[src/rtl/rmu_stage.sv]
module rmu_stage #(
  parameter int DW = 4
) (
  input  logic          clk,
  input  logic          rst_n,
  input  logic          en,
  input  logic          first,
  input  logic [DW-1:0] dig_l,
  input  logic [DW-1:0] dig_c,
  input  logic [DW-1:0] dig_r,
  output logic [DW-1:0] dig_o
);
  logic [2:0]    cand_q, cand_d, live;
  logic [DW-1:0] dig_q, dig_d;
  logic [DW-1:0] d [3];

  // Next state: smallest digit among live candidates; survivors match it.
  always_comb begin
    d[0] = dig_l;
    d[1] = dig_c;
    d[2] = dig_r;
    live = first ? 3'b111 : cand_q;
    dig_d = '1;
    for (int k = 0; k < 3; k++) begin
      if (live[k] && (d[k] < dig_d)) dig_d = d[k];
    end
    for (int k = 0; k < 3; k++) begin
      cand_d[k] = live[k] && (d[k] == dig_d);
    end
  end

  always_ff @(posedge clk or negedge rst_n) begin
    if (!rst_n) begin
      cand_q <= 3'b111;
      dig_q  <= '0;
    end else if (en) begin
      cand_q <= cand_d;
      dig_q  <= dig_d;
    end
  end

  assign dig_o = dig_q;
endmodule

[src/rtl/rmu_level.sv]
module rmu_level #(
  parameter int NODES = 8,
  parameter int DW    = 4
) (
  input  logic                clk,
  input  logic                rst_n,
  input  logic                in_valid,
  input  logic                in_first,
  input  logic [NODES*DW-1:0] in_dig,
  output logic                out_valid,
  output logic                out_first,
  output logic [NODES*DW-1:0] out_dig
);
  logic valid_q, first_q, valid_d, first_d;

  for (genvar i = 0; i < NODES; i++) begin : g_node
    localparam int LEFT  = (i + NODES - 1) % NODES;
    localparam int RIGHT = (i + 1) % NODES;
    rmu_stage #(.DW(DW)) u_stage (
      .clk   (clk),
      .rst_n (rst_n),
      .en    (in_valid),
      .first (in_first),
      .dig_l (in_dig[LEFT*DW +: DW]),
      .dig_c (in_dig[i*DW +: DW]),
      .dig_r (in_dig[RIGHT*DW +: DW]),
      .dig_o (out_dig[i*DW +: DW])
    );
  end

  always_comb begin
    valid_d = in_valid;
    first_d = in_valid && in_first;
  end

  always_ff @(posedge clk or negedge rst_n) begin
    if (!rst_n) begin
      valid_q <= 1'b0;
      first_q <= 1'b0;
    end else begin
      valid_q <= valid_d;
      first_q <= first_d;
    end
  end

  assign out_valid = valid_q;
  assign out_first = first_q;
endmodule

[src/rtl/ring_min_unit.sv]
module ring_min_unit #(
  parameter int NODES  = 8,
  parameter int LEVELS = 4,
  parameter int DW     = 4
) (
  input  logic                clk,
  input  logic                rst_n,
  input  logic                dig_valid,
  input  logic                dig_first,
  input  logic [NODES*DW-1:0] local_dig,
  output logic                min_valid,
  output logic                min_first,
  output logic [NODES*DW-1:0] min_dig
);
  logic [1:0] rst_sync_q;
  logic       rst_int_n;

  // Asynchronous assertion, synchronous release.
  always_ff @(posedge clk or negedge rst_n) begin
    if (!rst_n) rst_sync_q <= 2'b00;
    else        rst_sync_q <= {rst_sync_q[0], 1'b1};
  end
  assign rst_int_n = rst_sync_q[1];

  logic [LEVELS:0]                lv_valid;
  logic [LEVELS:0]                lv_first;
  logic [LEVELS:0][NODES*DW-1:0]  lv_dig;

  assign lv_valid[0] = dig_valid;
  assign lv_first[0] = dig_first;
  assign lv_dig[0]   = local_dig;

  for (genvar l = 1; l <= LEVELS; l++) begin : g_level
    rmu_level #(.NODES(NODES), .DW(DW)) u_level (
      .clk       (clk),
      .rst_n     (rst_int_n),
      .in_valid  (lv_valid[l-1]),
      .in_first  (lv_first[l-1]),
      .in_dig    (lv_dig[l-1]),
      .out_valid (lv_valid[l]),
      .out_first (lv_first[l]),
      .out_dig   (lv_dig[l])
    );
  end

  assign min_valid = lv_valid[LEVELS];
  assign min_first = lv_first[LEVELS];
  assign min_dig   = lv_dig[LEVELS];
endmodule

[config.mk]
export PLATFORM = sky130hd
export DESIGN_NAME = ring_min_unit
export DESIGN_NICKNAME = d
export VERILOG_FILES = /design/src/rtl/rmu_stage.sv /design/src/rtl/rmu_level.sv /design/src/rtl/ring_min_unit.sv
export SDC_FILE = /design/constraint.sdc
export NUM_CORES = 1
export LEC_CHECK = 0
export BUFFER_PORTS_ARGS = -buffer_cell sky130_fd_sc_hd__buf_2
export CORE_UTILIZATION = 50
export DETAILED_ROUTE_END_ITERATION = 10
export PLACE_DENSITY = 0.66
export SYNTH_ARGS = -nofsm -noshare
export SYNTH_HDL_FRONTEND = slang
export SYNTH_HIERARCHICAL = 1
export SYNTH_SLANG_ARGS = --single-unit
[constraint.sdc]
create_clock -name clk -period 12.25 [get_ports clk]
set_input_delay 0.6125 -clock clk [delete_from_list [all_inputs] [get_ports clk]]
set_output_delay 0.6125 -clock clk [all_outputs]
set_load 0.02 [all_outputs]
# Word level (Yosys, flattened, before mapping)
# Cells that the tools add are included.
dict set report op_classes {
  reduce_logical 196
  eq_ne 96
  order_cmp 96
  n_mux 128
}
# op n
set ops {}
lappend ops {{4-bit equality test} 96}
lappend ops {{4-bit two-way mux} 96}
lappend ops {{4-bit < comparator} 64}
lappend ops {{1-bit logical AND} 196}
lappend ops {{4-bit < comparator, second input constant} 32}
lappend ops {{3-bit two-way mux} 32}
dict set report totals {
  reg_bits 234
  out_inout_bits 34
}

# Depth between registers and ports, before layout
dict set report depth {
  depth_word 11
  mapped_depth 15
}

# Modules after synthesis
# The synthesis kept the hierarchy.
# mod instances area_per_inst_um2 cells_each seq_area_each_um2
set modules_own_cells {}
lappend modules_own_cells {rmu_stage 32 1059.8 123 178.9}
lappend modules_own_cells {rmu_level 4 56.3 3 50.0}
lappend modules_own_cells {ring_min_unit 1 53.8 3 50.0}

# Worst setup path after synthesis
# OpenSTA, ideal clock, no wires.
dict set report synth_path {
  path_kind {input port to flip-flop}
  from {input dig_first}
  to {register g_level[1].u_level.g_node[0].u_stage.cand_q[1]}
  path_buffers 1
  setup_ns 0.089
  path_slack_ns 8.423
  required_ns 12.161
  t_arrival_ns 3.737
  path_stages 14
  path_cell_list {buf_6 -> nor2_1 -> nor2_1 -> ha_1 -> o21bai_4 -> a21oi_1 -> a21oi_4 -> mux2_2 -> ha_1 -> a311o_2 -> a21oi_2 -> mux2_2 -> a311o_1 -> o32ai_2}
}
dict set report synth_via {
  elab_chain_len 11
}
# item line
set synth_rtl {}
lappend synth_rtl {{start: declaration} ring_min_unit.sv:9} ;# input logic dig_first,
lappend synth_rtl {{3-bit two-way mux *} rmu_stage.sv:22} ;# live = first ? 3'b111 : cand_q;
lappend synth_rtl {{1-bit logical AND} rmu_stage.sv:25} ;# if (live[k] && (d[k] < dig_d)) dig_d = d[k];
lappend synth_rtl {{4-bit two-way mux} rmu_stage.sv:25}
lappend synth_rtl {{4-bit < comparator} rmu_stage.sv:25}
lappend synth_rtl {{1-bit logical AND} rmu_stage.sv:25}
lappend synth_rtl {{4-bit two-way mux} rmu_stage.sv:25}
lappend synth_rtl {{4-bit < comparator} rmu_stage.sv:25}
lappend synth_rtl {{1-bit logical AND} rmu_stage.sv:25}
lappend synth_rtl {{4-bit two-way mux} rmu_stage.sv:25}
lappend synth_rtl {{4-bit equality test} rmu_stage.sv:28} ;# cand_d[k] = live[k] && (d[k] == dig_d);
lappend synth_rtl {{1-bit logical AND *} rmu_stage.sv:28}
lappend synth_rtl {{end signal: assignment} rmu_stage.sv:37} ;# cand_q <= cand_d;
lappend synth_rtl {{end: declaration} rmu_stage.sv:13} ;# logic [2:0] cand_q, cand_d, live;
# Mark *: on every way between the ends. The rest lies on a longest branch, timed or not.
# A chain may end at the register's enable or synchronous reset.

# Worst setup path after layout
dict set report layout_path {
  from {register g_level[1].u_level.first_q}
  to {register g_level[2].u_level.g_node[3].u_stage.cand_q[1]}
}
dict set report layout_via {
  elab_chain_len 11
}
# item line
set layout_rtl {}
lappend layout_rtl {{start: declaration} rmu_level.sv:14} ;# logic valid_q, first_q, valid_d, first_d;
lappend layout_rtl {{start signal: assignment} rmu_level.sv:42} ;# first_q <= first_d;
lappend layout_rtl {{3-bit two-way mux *} rmu_stage.sv:22}
lappend layout_rtl {{1-bit logical AND} rmu_stage.sv:25}
lappend layout_rtl {{4-bit two-way mux} rmu_stage.sv:25}
lappend layout_rtl {{4-bit < comparator} rmu_stage.sv:25}
lappend layout_rtl {{1-bit logical AND} rmu_stage.sv:25}
lappend layout_rtl {{4-bit two-way mux} rmu_stage.sv:25}
lappend layout_rtl {{4-bit < comparator} rmu_stage.sv:25}
lappend layout_rtl {{1-bit logical AND} rmu_stage.sv:25}
lappend layout_rtl {{4-bit two-way mux} rmu_stage.sv:25}
lappend layout_rtl {{4-bit equality test} rmu_stage.sv:28}
lappend layout_rtl {{1-bit logical AND *} rmu_stage.sv:28}
lappend layout_rtl {{end signal: assignment} rmu_stage.sv:37}
lappend layout_rtl {{end: declaration} rmu_stage.sv:13}
# Marks and branches as above.

==> results.md <==
* GRT met1 Usage at 0.339
* Row count at 95
* Area leader, netlist: dfrtp_1
* Syn Nets at 4051
* Setup TNS Final at 0 ns
* Hold Crit Class: register to register
* Clk Tree Root Cell: clkbuf_16
* Worst Path Required at 12.71 ns
* Worst Setup Path Type: register to register
* Synthesized cell area at 0.0342 mm2
* Clk Latency, worst-skew pair at 0.56 ns
* Initial DRC count at 2274
* Clock Sinks at 234
* Leakage dissipation at 14.1 nW
* First-pass GRT wire length at 152 mm
* Core Region at 0.0674 mm2
* Startpoint class of the critical path: register
* GRT Util Overall at 0.257
* Crit path DAT at 5.45 ns
* Die Span Y at 264 um
* Nets at 4066
* RSZ-0062 raised after global routing: no
* FF-to-FF Start: g_level[1].u_level/out_first$_DFF_PN0_
* Fin. Hold Viols at 0
* Post-synth EDFFs at 0
* DP Wirelength at 62.8 mm
* Clk buf depth at 3
* Die footprint at 0.0694 mm2
* Final period util at 0.407
* Final Skew at 0.0295 ns
* Worst Setup End Kind: register
* Grt ovf at 0
* Synthesis-to-layout area growth at 5.67%
* Fill cells at 6329
* Storage cell area at 0.00599 mm2
* HP Start: rst_sync_q[0]$_DFF_PN0_
* CTS H-tree lvls at 2
* M2 GR Usage at 0.444
* WL final at 90.7 mm
* Least-Margin Pin Slew at 0.972 ns
* Initial antenna violation count at 2
* Postcts setup bufs at 0
* Mean post-synth cell area at 8.65 um2
* I/O Buffers at 69
* CTS clk-pin slew, worst paths at 0.06 ns
* Relative slew slack at 0.352
* DRT antenna net count at 0
* Vias in the first global route at 29400
* Starting Density at 0.507
* Grt met3 use at 0.0280
* Synth cell types at 51
* Multi-input gate area at 0.0262 mm2
* Peak supply drop at 0.118 mV
* Highest Clock Rate at 200 MHz
* Min cycle time layout at 4.99 ns
* Largest net degree at the start of global routing at 74
* CTS buffer count at 34
* YS warnings at 6
* Synth Instances at 3951
* Top area cells in the synthesized netlist: dfrtp_1, dfstp_2, mux2i_1, mux2_2, nor2_1
* WL/cell at 18.6 um
* GR peak layer: met2
* DIE WIDTH at 264 um
* Routed vias/inst at 6.23
* Layout cell share with drive strength beyond 1 at 0.226
* Gpl congestion at 0.916
* Leading register cell type out of synthesis: dfrtp_1
* Synth top area share at 0.101
* P per Cell Area at 221 mW/mm2
* Post-synth ARST share at 1.00
* Register area share after synthesis at 0.175
* Remaining DRCs at 0
* I/O pin count at 70
* Critical Path Start: g_level[1].u_level/out_first$_DFF_PN0_
* Via count at 30300
* # setup viols final at 0
* Yosys reg bits at 234
* Crit path max fanout at 40
* TritonRoute pass-1 iters at 5
* Status: complete, no violations
* Max_cap viols at 0
* Final Power at 7.98 mW
* Max Slew Vio Count at 0
* CTS tree: done
## synth_stat cells, types with 138 or more instances
library cell  instances
a211oi_1            160
a21oi_1             160
dfrtp_1             138
inv_1               288
mux2_2              160
mux2i_1             192
nand2_1             224
nand2b_1            224
nor2_1              448
xnor2_1             160
## power breakdown
group	switching [mW]	internal [mW]
Clock	0.404	0.631
Sequential	0.754	1.05
Combinational	2.88	2.26
Total	4.04	3.94
## cells by family (layout without fill, tap and decap cells)
| kind of cell | after synthesis | after routing | synth area share |
|---|---|---|---|
| AO/OA/AOI/OAI | 1216 | 1216 | 0.331 |
| XOR/XNOR | 288 | 288 | 0.0808 |
| adder cells (fa/ha/maj) | 64 | 64 | 0.0234 |
| buffers and inverters | 416 | 456 | 0.0597 |
| flip-flops | 234 | 234 | 0.175 |
| multiplexers | 384 | 384 | 0.122 |
| other | 1 | 3 | 0.000110 |
| AND/OR/NAND/NOR | 1348 | 1348 | 0.208 |
## sequential cells by signal, indices dropped and copies added, names as in the netlist
name                                   cells
g_level.u_level/g_node.u_stage/dig_o     128
g_level.u_level/out_first                  4
rst_sync_q                                 2
g_level.u_level/out_valid                  4
g_level.u_level/g_node.u_stage/cand_q     96
## stage by stage
stage | setup WS, ns | instances | hold WS (ns) | cell area [um2] | utilization
global placement | 7.37 | 4802 | 0.334 | 35000 | 0.519
finish | 7.26 | 4866 | 0.348 | 36100 | 0.536
floorplan | 5.41 | 3951 | 0.317 | 34200 | -
global route | 7.03 | 4865 | 0.371 | 36100 | 0.536
CTS | 7.32 | 4864 | 0.350 | 36100 | 0.536
detailed placement | 7.31 | 4802 | 0.337 | 35000 | 0.519
## final timing paths
check,to,slack [ns],depth (start not counted)
min reg2reg,rst_sync_q[1]$_DFF_PN0_,0.35,0
min,rst_sync_q[1]$_DFF_PN0_,0.35,0
max reg2reg,g_level[2].u_level/g_node[3].u_stage/cand_q[1]$_DFFE_PN1P_,7.26,14
min in group asynchronous,rst_sync_q[1]$_DFF_PN0_,0.37,2
max,g_level[2].u_level/g_node[3].u_stage/cand_q[1]$_DFFE_PN1P_,7.26,14
max in group asynchronous,g_level[2].u_level/out_first$_DFF_PN0_,10.29,1
## cells in the final DEF, fill, tap and decap left out, types with 34 or more instances in the layout
master / Yosys / layout
and2_1: 36 / 36
mux2_2: 160 / 160
o21ai_0: 64 / 64
a211oi_1: 160 / 160
dfrtp_1: 138 / 131
ha_1: 64 / 64
xor2_1: 96 / 96
nand3_1: 64 / 64
nand2_1: 224 / 224
a22oi_1: 64 / 64
dfstp_2: 96 / 96
clkbuf_16: 0 / 34
buf_2: 0 / 68
nand2b_1: 224 / 224
nor2_4: 64 / 64
a311o_1: 96 / 96
a31oi_1: 96 / 96
inv_1: 288 / 288
xnor2_1: 160 / 160
mux2i_1: 192 / 192
a21oi_1: 160 / 160
nor2_1: 448 / 448
or2_2: 64 / 64
buf_4: 0 / 38
## routing by layer
metal  routed length [um]  vias up
li1                     -    14700
met1                41700    14800
met2                43700      676
met3                 3650      124
met4                 1650        2
met5                   10        -
## what timing repair did
action / 4_1_cts / 5_1_grt
hold buffers: 1 / 0
gates resized for setup: 0 / 0
hold endpoints to repair: 2 / 0
## worst max-delay path, cell delays in order (launching register included)
cell and delay [ns]:
dfrtp_2 0.94, buf_4 0.53, nor2_1 0.13, nor2_1 0.17
ha_1 0.17, o21bai_4 0.16, a21oi_1 0.11, a21oi_4 0.32
mux2_2 0.43, ha_1 0.37, a311o_2 0.45, a21oi_2 0.15
mux2_2 0.35, a311o_1 0.34, o32ai_2 0.25
## final cells by class
| type | instances | area share |
|---|---|---|
| diodes | 2 | 0.000139 |
| clock buffers | 51 | 0.0278 |
| clock inverters | 10 | 0.00398 |
| inverters | 288 | 0.0299 |
| multi-input cells | 3301 | 0.724 |
| flip-flops and latches | 234 | 0.166 |
| well taps | 873 | 0.0302 |
| repair buffers | 107 | 0.0176 |
(Power assumes the default switching activity.)
